--- config.mk ---
export PLATFORM = sky130hd
export DESIGN_NAME = gpio_dual_bank
export DESIGN_NICKNAME = d
export VERILOG_FILES = /design/src/rtl/gpio_pkg.sv /design/src/rtl/gpio_sync.sv /design/src/rtl/gpio_bank.sv /design/src/rtl/gpio_dual_bank.sv
export SDC_FILE = /design/constraint.sdc
export NUM_CORES = 1
export LEC_CHECK = 0
export BUFFER_PORTS_ARGS = -buffer_cell sky130_fd_sc_hd__buf_4
export CAP_MARGIN = 20
export CORE_ASPECT_RATIO = 0.7
export CORE_UTILIZATION = 67
export CTS_BUF_LIST = sky130_fd_sc_hd__clkbuf_8
export DETAILED_ROUTE_END_ITERATION = 8
export MAX_ROUTING_LAYER = met4
export PLACE_DENSITY_LB_ADDON = 0.3
export SYNTH_ARGS = -nofsm -noshare
export SYNTH_HDL_FRONTEND = slang
export SYNTH_HIERARCHICAL = 1
export SYNTH_SLANG_ARGS = --single-unit
--- constraint.sdc ---
create_clock -name clk -period 4.1 [get_ports clk]
set_clock_uncertainty 0.15 [all_clocks]
set_input_delay 0.82 -clock clk [delete_from_list [all_inputs] [get_ports clk]]
set_output_delay 0.82 -clock clk [all_outputs]
set_load 0.01 [all_outputs]
--- src/rtl/gpio_pkg.sv ---
package gpio_pkg;

   // register slot within a bank, taken from address bits [4:2]
   typedef enum logic [2:0] {
      RS_OUT  = 3'd0,
      RS_DIR  = 3'd1,
      RS_IN   = 3'd2,
      RS_LVL  = 3'd3,
      RS_FLAG = 3'd4,
      RS_MASK = 3'd5,
      RS_MIR  = 3'd6,
      RS_NONE = 3'd7
   } reg_slot_e;

   localparam int unsigned BUS_W = 32;

   function automatic logic [BUS_W-1:0] lane_swap(input logic [BUS_W-1:0] v);
      return {v[7:0], v[15:8], v[23:16], v[31:24]};
   endfunction

endpackage

--- src/rtl/gpio_sync.sv ---
module gpio_sync #(
   parameter int unsigned WIDTH  = 32,
   parameter int unsigned STAGES = 2
) (
   input  logic             clk,
   input  logic             rst_n,
   input  logic [WIDTH-1:0] async_i,
   output logic [WIDTH-1:0] sync_o
);

   if (STAGES < 1 || STAGES > 4) begin : g_bad_stages
      $error("gpio_sync: STAGES must be 1..4");
   end

   logic [WIDTH-1:0] stage_q [STAGES];

   for (genvar s = 0; s < STAGES; s++) begin : g_stage
      if (s == 0) begin : g_first
         always_ff @(posedge clk or negedge rst_n) begin
            if (!rst_n) stage_q[0] <= '0;
            else        stage_q[0] <= async_i;
         end
      end else begin : g_next
         always_ff @(posedge clk or negedge rst_n) begin
            if (!rst_n) stage_q[s] <= '0;
            else        stage_q[s] <= stage_q[s-1];
         end
      end
   end

   assign sync_o = stage_q[STAGES-1];

endmodule

--- src/rtl/gpio_bank.sv ---
module gpio_bank
   import gpio_pkg::*;
#(
   parameter int unsigned LINES = 32
) (
   input  logic             clk,
   input  logic             rst_n,
   input  logic [LINES-1:0] owned_i,
   input  logic [LINES-1:0] sync_i,
   input  logic             wr_en_i,
   input  reg_slot_e        wr_slot_i,
   input  logic [LINES-1:0] wdata_i,
   input  reg_slot_e        rd_slot_i,
   output logic [LINES-1:0] rdata_o,
   output logic [LINES-1:0] out_o,
   output logic [LINES-1:0] dir_o,
   output logic             irq_o
);

   logic [LINES-1:0] out_q, dir_q, lvl_q, mask_q, flag_q;
   logic [LINES-1:0] hit, clr, flag_d;

   assign hit = owned_i & ~(sync_i ^ lvl_q);
   assign clr = (wr_en_i && wr_slot_i == RS_FLAG) ? wdata_i : '0;
   // a cleared bit stays clear for this edge; owned lines re-arm next edge
   assign flag_d = owned_i & ~clr & (flag_q | hit);

   always_ff @(posedge clk or negedge rst_n) begin
      if (!rst_n) begin
         out_q  <= '0;
         dir_q  <= '0;
         lvl_q  <= '0;
         mask_q <= '0;
         flag_q <= '0;
      end else begin
         flag_q <= flag_d;
         if (wr_en_i) begin
            unique case (wr_slot_i)
               RS_OUT:  out_q  <= wdata_i;
               RS_DIR:  dir_q  <= wdata_i;
               RS_LVL:  lvl_q  <= wdata_i;
               RS_MASK: mask_q <= wdata_i;
               default: ;
            endcase
         end
      end
   end

   always_comb begin
      unique case (rd_slot_i)
         RS_OUT:  rdata_o = out_q;
         RS_DIR:  rdata_o = dir_q;
         RS_IN:   rdata_o = sync_i;
         RS_LVL:  rdata_o = lvl_q;
         RS_FLAG: rdata_o = flag_q;
         RS_MASK: rdata_o = mask_q;
         RS_MIR:  rdata_o = sync_i;
         default: rdata_o = '0;
      endcase
   end

   assign out_o = out_q;
   assign dir_o = dir_q;
   assign irq_o = |(flag_q & mask_q);


   foreign_flag_chk: assert property (@(posedge clk) disable iff (!rst_n)
      1'b1 |=> ((flag_q & ~$past(owned_i)) == '0));


   w1c_clear_chk: assert property (@(posedge clk) disable iff (!rst_n)
      (wr_en_i && wr_slot_i == RS_FLAG) |=> ((flag_q & $past(wdata_i)) == '0));


   masked_quiet_chk: assert property (@(posedge clk) disable iff (!rst_n)
      (mask_q == '0) |-> !irq_o);

endmodule

--- src/rtl/gpio_dual_bank.sv ---
module gpio_dual_bank
   import gpio_pkg::*;
#(
   parameter int unsigned LINES       = 32,
   parameter int unsigned SYNC_STAGES = 2,
   parameter int unsigned ADDR_W      = 6
) (
   input  logic              clk,
   input  logic              rst_n,
   input  logic              perm_i,
   input  logic [ADDR_W-1:0] bus_addr,
   input  logic              bus_wen,
   input  logic [31:0]       bus_wdata,
   output logic [31:0]       bus_rdata,
   input  logic [LINES-1:0]  pin_in,
   output logic [LINES-1:0]  pin_out,
   output logic [LINES-1:0]  pin_oe,
   output logic              irq_open,
   output logic              irq_prot
);

   localparam int unsigned IDX_W   = ADDR_W - 2;
   localparam int unsigned IDX_EN  = 7;
   localparam int unsigned IDX_OWN = 15;

   if (LINES < 1 || LINES > BUS_W) begin : g_bad_lines
      $error("gpio_dual_bank: LINES must be 1..32");
   end
   if (ADDR_W != 6) begin : g_bad_addr
      $error("gpio_dual_bank: ADDR_W must be 6");
   end

   logic [IDX_W-1:0] idx;
   logic             prot_area, open_area, bank_area;
   logic [BUS_W-1:0] wreg;
   logic [LINES-1:0] wlines;
   reg_slot_e        slot;
   logic [LINES-1:0] sync_in;
   logic [LINES-1:0] owner_q, enable_q;
   logic [LINES-1:0] o_rd, o_out, o_dir, p_rd, p_out, p_dir;
   logic [LINES-1:0] rd_lines;
   logic             open_we, prot_we;

   assign idx       = bus_addr[ADDR_W-1:2];
   assign open_area = (idx < IDX_W'(IDX_EN));
   assign prot_area = !open_area;
   assign bank_area = (idx != IDX_W'(IDX_EN)) && (idx != IDX_W'(IDX_OWN));
   assign slot      = reg_slot_e'(idx[2:0]);
   assign wreg      = lane_swap(bus_wdata);
   assign wlines    = wreg[LINES-1:0];
   assign open_we   = bus_wen && open_area;
   assign prot_we   = bus_wen && perm_i && prot_area && bank_area;

   gpio_sync #(.WIDTH(LINES), .STAGES(SYNC_STAGES)) u_sync (
      .clk     (clk),
      .rst_n   (rst_n),
      .async_i (pin_in),
      .sync_o  (sync_in)
   );

   always_ff @(posedge clk or negedge rst_n) begin
      if (!rst_n) begin
         owner_q  <= '0;
         enable_q <= '0;
      end else if (bus_wen && perm_i) begin
         if (idx == IDX_W'(IDX_OWN)) owner_q  <= wlines;
         if (idx == IDX_W'(IDX_EN))  enable_q <= wlines;
      end
   end

   gpio_bank #(.LINES(LINES)) u_open (
      .clk       (clk),
      .rst_n     (rst_n),
      .owned_i   (owner_q),
      .sync_i    (sync_in),
      .wr_en_i   (open_we),
      .wr_slot_i (slot),
      .wdata_i   (wlines),
      .rd_slot_i (slot),
      .rdata_o   (o_rd),
      .out_o     (o_out),
      .dir_o     (o_dir),
      .irq_o     (irq_open)
   );

   gpio_bank #(.LINES(LINES)) u_prot (
      .clk       (clk),
      .rst_n     (rst_n),
      .owned_i   (~owner_q),
      .sync_i    (sync_in),
      .wr_en_i   (prot_we),
      .wr_slot_i (slot),
      .wdata_i   (wlines),
      .rd_slot_i (slot),
      .rdata_o   (p_rd),
      .out_o     (p_out),
      .dir_o     (p_dir),
      .irq_o     (irq_prot)
   );

   for (genvar n = 0; n < LINES; n++) begin : g_pin
      assign pin_out[n] = owner_q[n] ? o_out[n] : p_out[n];
      assign pin_oe[n]  = owner_q[n] ? o_dir[n] : p_dir[n];
   end

   always_comb begin
      if (open_area)                     rd_lines = o_rd;
      else if (!perm_i)                  rd_lines = '0;
      else if (idx == IDX_W'(IDX_OWN))   rd_lines = owner_q;
      else if (idx == IDX_W'(IDX_EN))    rd_lines = enable_q;
      else                               rd_lines = p_rd;
   end

   assign bus_rdata = lane_swap(BUS_W'(rd_lines));


   owner_locked_chk: assert property (@(posedge clk) disable iff (!rst_n)
      (bus_wen && !perm_i && idx == IDX_W'(IDX_OWN)) |=> $stable(owner_q));


   prot_read_zero_chk: assert property (@(posedge clk) disable iff (!rst_n)
      (!perm_i && prot_area) |-> (bus_rdata == '0));

endmodule

== Word level (Yosys, flattened, before mapping) ==
Cells that the tools add are included.

* $lt $le $gt $ge: 1
* Eq/ne operators: 10
* Multiplexer cells: 72
* Bitwise logic cells: 17
* Reduce and logical (&&, ||, !) cells: 22

{| class="wikitable"
|+ Operators with widths
! cell !! count
|-
| 32-bit one-hot mux with 6 select lines || 2
|-
| 32-bit AND || 8
|-
| 32-bit 2-to-1 mux || 6
|-
| 32-bit NOT || 5
|-
| 1-bit 2-to-1 mux || 64
|-
| 32-bit OR || 2
|-
| 32-bit OR reduction || 2
|-
| 32-bit XOR || 2
|-
| 2-bit AND reduction || 10
|-
| 3-bit == test (second input constant) || 3
|-
| 1-bit logical AND || 7
|-
| 3-bit by 2-bit == test with 1-bit output (second input constant) || 2
|-
| 4-bit by 3-bit == test with 1-bit output (second input constant) || 1
|-
| 4-bit == test (second input constant) || 1
|-
| 4-bit by 3-bit less-than comparator with 1-bit output (second input constant) || 1
|-
| 4-bit by 3-bit != test with 1-bit output (second input constant) || 1
|-
| 4-bit != test (second input constant) || 1
|-
| 3-bit by 1-bit == test with 1-bit output (second input constant) || 1
|-
| 3-bit zero test || 1
|-
| 2-bit OR reduction || 1
|-
| 1-bit zero test || 1
|}

* Flip-flop bits (word level): 448
* Input bits: 74

== Logic depth before layout (Yosys ltp) ==
Gate-level depths: netlist of run 1.

* Word-level depth: 9
* Mapped depth: 9

== Modules after synthesis ==
Netlist of run 1, hierarchy kept.

{| class="wikitable"
|+ By module, submodules not included
! module !! times used !! cells an instance !! area each (um2) !! sequential area each (um2)
|-
| gpio_bank || 2 || 582 || 7390.8 || 4003.8
|-
| gpio_dual_bank || 1 || 348 || 4107.7 || 1601.5
|-
| gpio_sync || 1 || 96 || 1841.8 || 1601.5
|}

== Worst setup path before layout of run 1 ==
Ideal clock, no wire load.

* Path kind: input port to flip-flop
* Start point: input bus_addr[5]
* End point: register u_open.dir_q[10], in the netlist u_open/dir_o[10]
* Setup time: 125 ps
* Arrival time: 2760 ps
* Slack: 1065 ps
* Cell stages on the path: 8
* Cell sequence: buf_2 -> a31oi_1 -> clkbuf_1 -> and2_1 -> nor4bb_1 -> clkbuf_2 -> buf_6 -> mux2_2

* Word-level cells in the longest chain between the ends: 3

{| class="wikitable"
|+ Ends and longest elaborated chain
! what !! line !! source
|-
| from (decl) || gpio_dual_bank.sv:11 || <nowiki>input logic [ADDR_W-1:0] bus_addr,</nowiki>
|-
| 4-bit by 3-bit less-than comparator with 1-bit output || gpio_dual_bank.sv:45 || <nowiki>assign open_area = (idx < IDX_W'(IDX_EN));</nowiki>
|-
| 1-bit logical AND || gpio_dual_bank.sv:51 || <nowiki>assign open_we = bus_wen && open_area;</nowiki>
|-
| named net open_we || gpio_dual_bank.sv:42 || <nowiki>logic open_we, prot_we;</nowiki>
|-
| 2-bit AND reduction (no line) || -- ||
|-
| to (signal assigned) || gpio_bank.sv:40 || <nowiki>RS_DIR: dir_q <= wdata_i;</nowiki>
|-
| to (decl) || gpio_bank.sv:20 || <nowiki>logic [LINES-1:0] out_q, dir_q, lvl_q, mask_q, flag_q;</nowiki>
|}

The timed path passes the listed nets, and every way through them passes these cells.
A chain may end at the register's enable or synchronous reset.

== Worst setup path in the final report of run 1 ==
* Start point: input bus_addr[2]
* End point: output bus_rdata[13]

* Word-level cells in the longest chain between the ends: 7
* Elaborated cells between the ends (all ways): 17
* Those cells by class: order compare: 1; eq/ne: 8; mux: 6; reduce/logical: 2

{| class="wikitable"
|+ Ends and longest elaborated chain
! what !! line !! source
|-
| 3-bit by 2-bit == test with 1-bit output or 3-bit == test (tied branches) || gpio_bank.sv:50 || <nowiki>unique case (rd_slot_i)</nowiki>
|-
| 2-bit OR reduction (no line) || -- ||
|-
| 32-bit one-hot mux with 6 select lines * || gpio_bank.sv:50 ||
|-
| named net p_rd[21] || gpio_dual_bank.sv:40 || <nowiki>logic [LINES-1:0] o_rd, o_out, o_dir, p_rd, p_out, p_dir;</nowiki>
|-
| 32-bit 2-to-1 mux * || gpio_dual_bank.sv:110 || <nowiki>else if (idx == IDX_W'(IDX_EN)) rd_lines = enable_q;</nowiki>
|-
| 32-bit 2-to-1 mux * || gpio_dual_bank.sv:109 || <nowiki>else if (idx == IDX_W'(IDX_OWN)) rd_lines = owner_q;</nowiki>
|-
| 32-bit 2-to-1 mux * || gpio_dual_bank.sv:108 || <nowiki>else if (!perm_i) rd_lines = '0;</nowiki>
|-
| 32-bit 2-to-1 mux * || gpio_dual_bank.sv:107 || <nowiki>if (open_area) rd_lines = o_rd;</nowiki>
|-
| to (decl) || gpio_dual_bank.sv:14 || <nowiki>output logic [31:0] bus_rdata,</nowiki>
|}

Mark *: on every way through the listed nets, which the timed path passes. The rest lies on a longest branch.

==> results of run 1 <==
[worst max-delay path, delay by kind of cell]
kind	cells	cell delay, ps
buf+inv	3	830
compound gates	2	360
simple gates	2	980
[through the flow]
stage                     cells  TNS, ps  power (uW)  hold slack (ps)  utilization, %
final                      2252        0       12530            117.8           79.14
after global routing       2252        0       13010            99.91           79.14
after CTS                  2252        0       12460            113.3           79.14
after detailed placement   2132        0        8775            184.7           74.66
after global placement     2131   -22.62        8618            181.6           74.63
after floorplan            1608        0        7532            181.2               -
[sequential cells by signal, indices dropped and copies added (netlist names)]
register        cells
u_open/out_o       32
u_sync/stage_q     32
u_sync/sync_o      32
u_open/dir_o       32
u_prot/flag_q      32
u_prot/lvl_q       32
enable_q           32
u_open/mask_q      32
u_prot/mask_q      32
u_prot/out_o       32
owner_q            32
u_open/flag_q      32
u_open/lvl_q       32
u_prot/dir_o       32
[logic make-up (layout without fill, tap and decap cells)]
family / after synthesis / in the layout
flip-flops: 448 / 448
buffers and inverters: 157 / 389
multiplexers: 416 / 416
AND/OR/NAND/NOR: 137 / 137
AO/OA/AOI/OAI: 386 / 386
XOR/XNOR: 64 / 64
[power by group through the flow]
stage	logic, uW	clock network, uW	registers, uW
2_1_floorplan	1660	0	5870
3_3_place_gp	2480	0	6140
3_5_place_dp	2580	0	6200
4_1_cts	2600	3720	6140
5_1_grt	2800	3940	6270
6_report	2640	3710	6190
[layer usage]
metal	global-route usage (%)	part of all wire, %	vias up
li1	-	-	6352
met1	55.74	38	7862
met2	59.80	44	1202
met3	11.43	13	325
met4	20.00	5.4	0
met5	-	0	-
[final timing paths]
| check | start | to | slack [ps] | depth (start not counted) |
|---|---|---|---|---|
| worst max-delay path | bus_addr[2] | bus_rdata[13] | 120 | 7 |
| worst min-delay path | rst_n | u_sync/sync_o[24]$_DFF_PN0_ | 120 | 1 |
| worst max register to register | u_sync/sync_o[3]$_DFF_PN0_ | u_prot/flag_q[3]$_DFF_PN0_ | 2900 | 3 |
| max in group asynchronous | rst_n | u_open/lvl_q[13]$_DFFE_PN0P_ | 2770 | 3 |
| min in group clk | pin_in[2] | u_sync/stage_q[34]$_DFF_PN0_ | 120 | 1 |
| worst min register to register | u_sync/stage_q[53]$_DFF_PN0_ | u_sync/sync_o[21]$_DFF_PN0_ | 190 | 0 |
[layout make-up]
type	instances	area share [%]
Timing Repair Buffer	237	8.214
Clock inverter	38	0.9411
Clock buffer	82	4.716
Tap cell	412	2.154
Sequential cell	448	46.84
Multi-Input combinational cell	1003	36.63
Inverter	32	0.5019
[placed cells by master, fill, tap and decap left out, types with 5 or more instances in the layout]
master,count
nor3b_4,5
a22oi_1,224
nand4_1,8
clkbuf_8,82
nand3_1,64
a221o_1,32
buf_4,221
buf_12,14
dfrtp_1,448
a21oi_1,64
mux2i_1,32
o21ai_0,64
mux2_2,374
mux2_1,10
clkinv_2,8
xnor2_1,64
nor2_1,32
inv_1,55
==> metrics.txt, run 1 <==
pre-CTS setup slack 199.0 ps; Setup CP Type primary input to output port; synthesized area per cell between 10 and 15 um2; clock root buffer clkbuf_8; mux cell area share after synthesis 22.40%; total number of yosys warnings 6; post_cts resized 0; Compound-Gate Fraction of Synth Area 12.81%; Tmin final between 3000 and 4000 ps; Hold Buf Count CTS 0; worst rel slew slack between 20% and 30%; core area 30240 um2; multi-input logic area 8766 um2; grt ovf 0; async set or reset register ratio after synthesis 100.0%; largest area contributor in the netlist dfrtp_1; Yosys top cell area share about 54%; crit-path max cell delay approximately 820 ps; nature of the critical path endpoint output port; design area about 24000 um2; flop and latch count out of synthesis around 450; first-pass GRT wire length ~94000 um; worst-path maximum fanout 20; largest net degree at the start of global routing 104; Synth Flop Type dfrtp_1; post-DR vias/cell between 6 and 7; nets about 1900; Routed Antenna Nets 0; RSZ-0062 raised after global routing no; Max-Cap Viols 0; sequential group share of total power ~49%; hold crit path type primary input to asynchronous set/reset pin; FMAX between 0.2 and 0.3 GHz; Simple-Gate Fraction of Synth Area under 10%; TritonCTS buffer count ~70; Die Y approximately 150 um; initial core utilization about two thirds; placed wire-length estimate around 39000 um; Post-synth top cells dfrtp_1 (448), mux2_2 (374), a22oi_1 (224); fraction of layout cells with a size suffix above 1 39.51%; DR pass1 iterations 8; die area around 32000 um2; outcome complete, no violations; Port Buffers about 170; Area Overhead vs Synth 15.44%; Total GRT Usage between 40% and 50%; wire per inst around 28 um; later-pin clock latency in the skew report approximately 640 ps; Post-Synth XOR/XNOR Area ~2.7%; Sw Ratio between 30% and 40%; Rows between 50 and 60; final setup margin ~120 ps; Netlist cell types 32; leakage power between 0.01 and 0.015 uW; Clock Pin Slew Worst Setup and Hold Paths 60 ps; Detailed Route Iter0 Violations ~2100; combinational power share between 20% and 30%; n_diodes 0; antenna violations before repair 0; fill count roughly 1800; final worst-path cycle share approximately 97%; Synth area leaders dfrtp_1 (54%), mux2_2 (20%), a22oi_1 (8.1%); Mapped Nets roughly 1700; vias post-DR between 15000 and 20000; GP Congestion slightly below 1; FF/Latch Area around 11000 um2; CP cell instances buf_4 > nor3_2 > buf_4 > a22oi_1 > nand3_1 > a221o_1 > buf_4; vias in the first global route 15806; Total Routed Length around 63000 um; maximum vdd drop roughly 0.00035 V; CTS tree yes; synthesized area roughly 21000 um2; Post-CTS Setup Bufs 0; largest family of logic cells by synthesized area multiplexers; final setup violating endpoints 0; die width 212.2 um; Residual DRC 0; DP Area about 23000 um2; cell mode on critical path buf_4; clk buf depth 3; Int Pwr around 8700 uW; PwrDens about 520 nW/um2; Clock Power Share between 20% and 30%; CTS H-tree lvls 3; CP max stage cell nor3_2; Hold Fails Final Rpt 0; CP arrival around 3000 ps; Worst Tran Pin Value roughly 1100 ps; Seq/Total Area, Yosys 54.08%; most common cell in the synthesized netlist dfrtp_1; nature of the critical path startpoint primary input; Adder-Cell Fraction of Synth Area 0%; EDFF count, synth 0; Ports 172; Mapped Cells about 1600; worst path required time ~3100 ps; CTS Sinks 448; final max-slew violation count 0; P_sw between 3000 and 4000 uW
Power figures use the tool's default switching activity.
==> run 2, diff against run 1 <==
CORE_MARGIN = 4   (was not set)
==> metrics.txt, run 2 (synthesized netlist as in run 1, its figures left out) <==
CP arrival 3090 ps (+80 ps); vias post-DR 15691 (-0.32%); Clock Pin Slew Worst Setup and Hold Paths 70 ps (about the same); worst-path maximum fanout 19 (-5.0%); later-pin clock latency in the skew report 640 ps (about the same); CTS H-tree lvls 3 (unchanged); antenna violations before repair 1 (+1); hold crit path type primary input to asynchronous set/reset pin; Residual DRC 0 (unchanged); DR pass1 iterations 9 (+1); placed wire-length estimate 39570 um (+1.0%); clock root buffer clkbuf_8; Worst Tran Pin Value 1065 ps (+6.507 ps); most common cell after layout, fill and taps aside dfrtp_1; vias in the first global route 16044 (+1.5%); grt ovf 0 (unchanged); fraction of layout cells with a size suffix above 1 39.49% (about the same); pre-CTS setup slack 101.6 ps (-97.35 ps); die width 218.2 um (+2.8%); met1 WL 23610 um (-1.6%); post_cts resized 0 (unchanged); final setup violating endpoints 0 (unchanged); Total Routed Length 63900 um (+1.1%); CTS tree yes; GP Congestion 0.9595 (-1.6%); final hold slack 32.99 ps (-84.83 ps); FMAX 0.2462 GHz (-1.9%); wire per inst 28.41 um (+1.2%); met3 routed WL 8244 um (about the same); die area 33870 um2 (+7.0%); Post-CTS Setup Bufs 0 (unchanged); worst path required time 3130 ps (about the same); Max-Cap Viols 0 (unchanged); maximum vdd drop 0.0003329 V (-5.9%); Hold Fails Final Rpt 0 (unchanged); Area Overhead vs Synth 15.31%; DR WL met2 28410 um (+3.1%); Hold Buf Count CTS 0 (unchanged); PwrDens 525.5 nW/um2 (+0.35%); leakage power 0.01078 uW (-0.10%); Tmin final 4062 ps (+78.46 ps); Routed Antenna Nets 0 (unchanged); initial core utilization 68.56% (unchanged); final max-slew violation count 0 (unchanged); nature of the critical path endpoint output port; Rows 53 (unchanged); CTS Sinks 448 (unchanged); fill count 1851 (+3.6%); final total power 12560 uW (+0.24%); RSZ-0062 raised after global routing no; nets 1863 (-0.054%); final worst-path cycle share 99.07% (+1.9 points); largest net degree at the start of global routing 96 (-7.7%); core area 30240 um2 (unchanged); TritonCTS buffer count 67 (-1.5%); Die Y 155.2 um (+4.0%); post-DR vias/cell 6.977 (-0.18%); first-pass GRT wire length 96320 um (+2.0%); Total GRT Usage 38.73% (-3.1 points); most frequent cells in the layout dfrtp_1 (448), mux2_2 (374), buf_4 (224), a22oi_1 (224), clkbuf_8 (82); Ports 172 (unchanged); nature of the critical path startpoint primary input; clk buf depth 3 (unchanged); Top Metal Used met4; Setup CP Type primary input to output port; Detailed Route Iter0 Violations 2051 (-3.0%); final setup margin 38.07 ps (-78.46 ps); worst rel slew slack 28.94% (-0.19 points); setup tns final 0 ps (unchanged); Port Buffers 169 (unchanged); outcome complete, no violations
-- run 2: cell count changes in the layout (fill, tap and decap cells not counted) --
cell,delta
diode_2,+1
buf_4,+3
bufinv_16,+1
buf_12,-3
inv_6,+1
clkinv_2,-3
inv_1,-2
clkinvlp_4,-1
-- run 2: final timing paths --
kind | from | end | slack, ps | depth (start not counted)
worst max-delay path | bus_addr[3] | bus_rdata[8] | 40 | 7
max in group asynchronous | rst_n | u_open/dir_o[6]$_DFFE_PN0P_ | 2740 | 2
worst min register to register | u_sync/stage_q[62]$_DFF_PN0_ | u_sync/sync_o[30]$_DFF_PN0_ | 190 | 0
worst min-delay path | rst_n | owner_q[28]$_DFFE_PN0P_ | 30 | 1
worst max register to register | u_sync/sync_o[2]$_DFF_PN0_ | u_open/flag_q[2]$_DFF_PN0_ | 2890 | 3
min in group clk | pin_in[28] | u_sync/stage_q[60]$_DFF_PN0_ | 140 | 1
-- run 2: metrics by stage --
stage / utilization [%] / std cells / cell area, um2
6_report: 79.05 / 2249 / 23910
5_1_grt: 79.05 / 2249 / 23910
4_1_cts: 79.01 / 2247 / 23890
3_5_place_dp: 74.50 / 2131 / 22530
3_3_place_gp: 74.50 / 2131 / 22530
2_1_floorplan: - / 1608 / 20730
-- run 2: power breakdown --
| part | switching [uW] | internal, uW |
|---|---|---|
| combinational | 1190 | 1430 |
| clock | 1750 | 2000 |
| sequential | 889 | 5300 |
| total | 3830 | 8730 |
-- run 2: layout make-up --
| cell class | instances | area (um2) | share of cell area [%] |
|---|---|---|---|
| antenna | 1 | 2.502 | 0.01047 |
| clock buffer | 82 | 1129 | 4.721 |
| clock inverter | 34 | 234.0 | 0.9787 |
| inverter | 32 | 120.1 | 0.5025 |
| multi-input combinational | 1003 | 8766 | 36.67 |
| sequential | 448 | 11210 | 46.90 |
| tap | 412 | 515.5 | 2.156 |
| timing repair buffer | 237 | 1928 | 8.066 |
-- run 2: worst max-delay path, stage by stage --
cell	delay, ps
buf_4	180
nor3b_4	900
buf_4	520
a22oi_1	130
nand3_1	150
a221o_1	240
buf_4	150
-- run 2: routing by layer --
| layer | vias to the layer above | global-route usage [%] |
|---|---|---|
| li1 | 6373 | - |
| met1 | 7731 | 50.21 |
| met2 | 1242 | 56.38 |
| met3 | 345 | 11.60 |
| met4 | 0 | 19.01 |
| met5 | - | - |
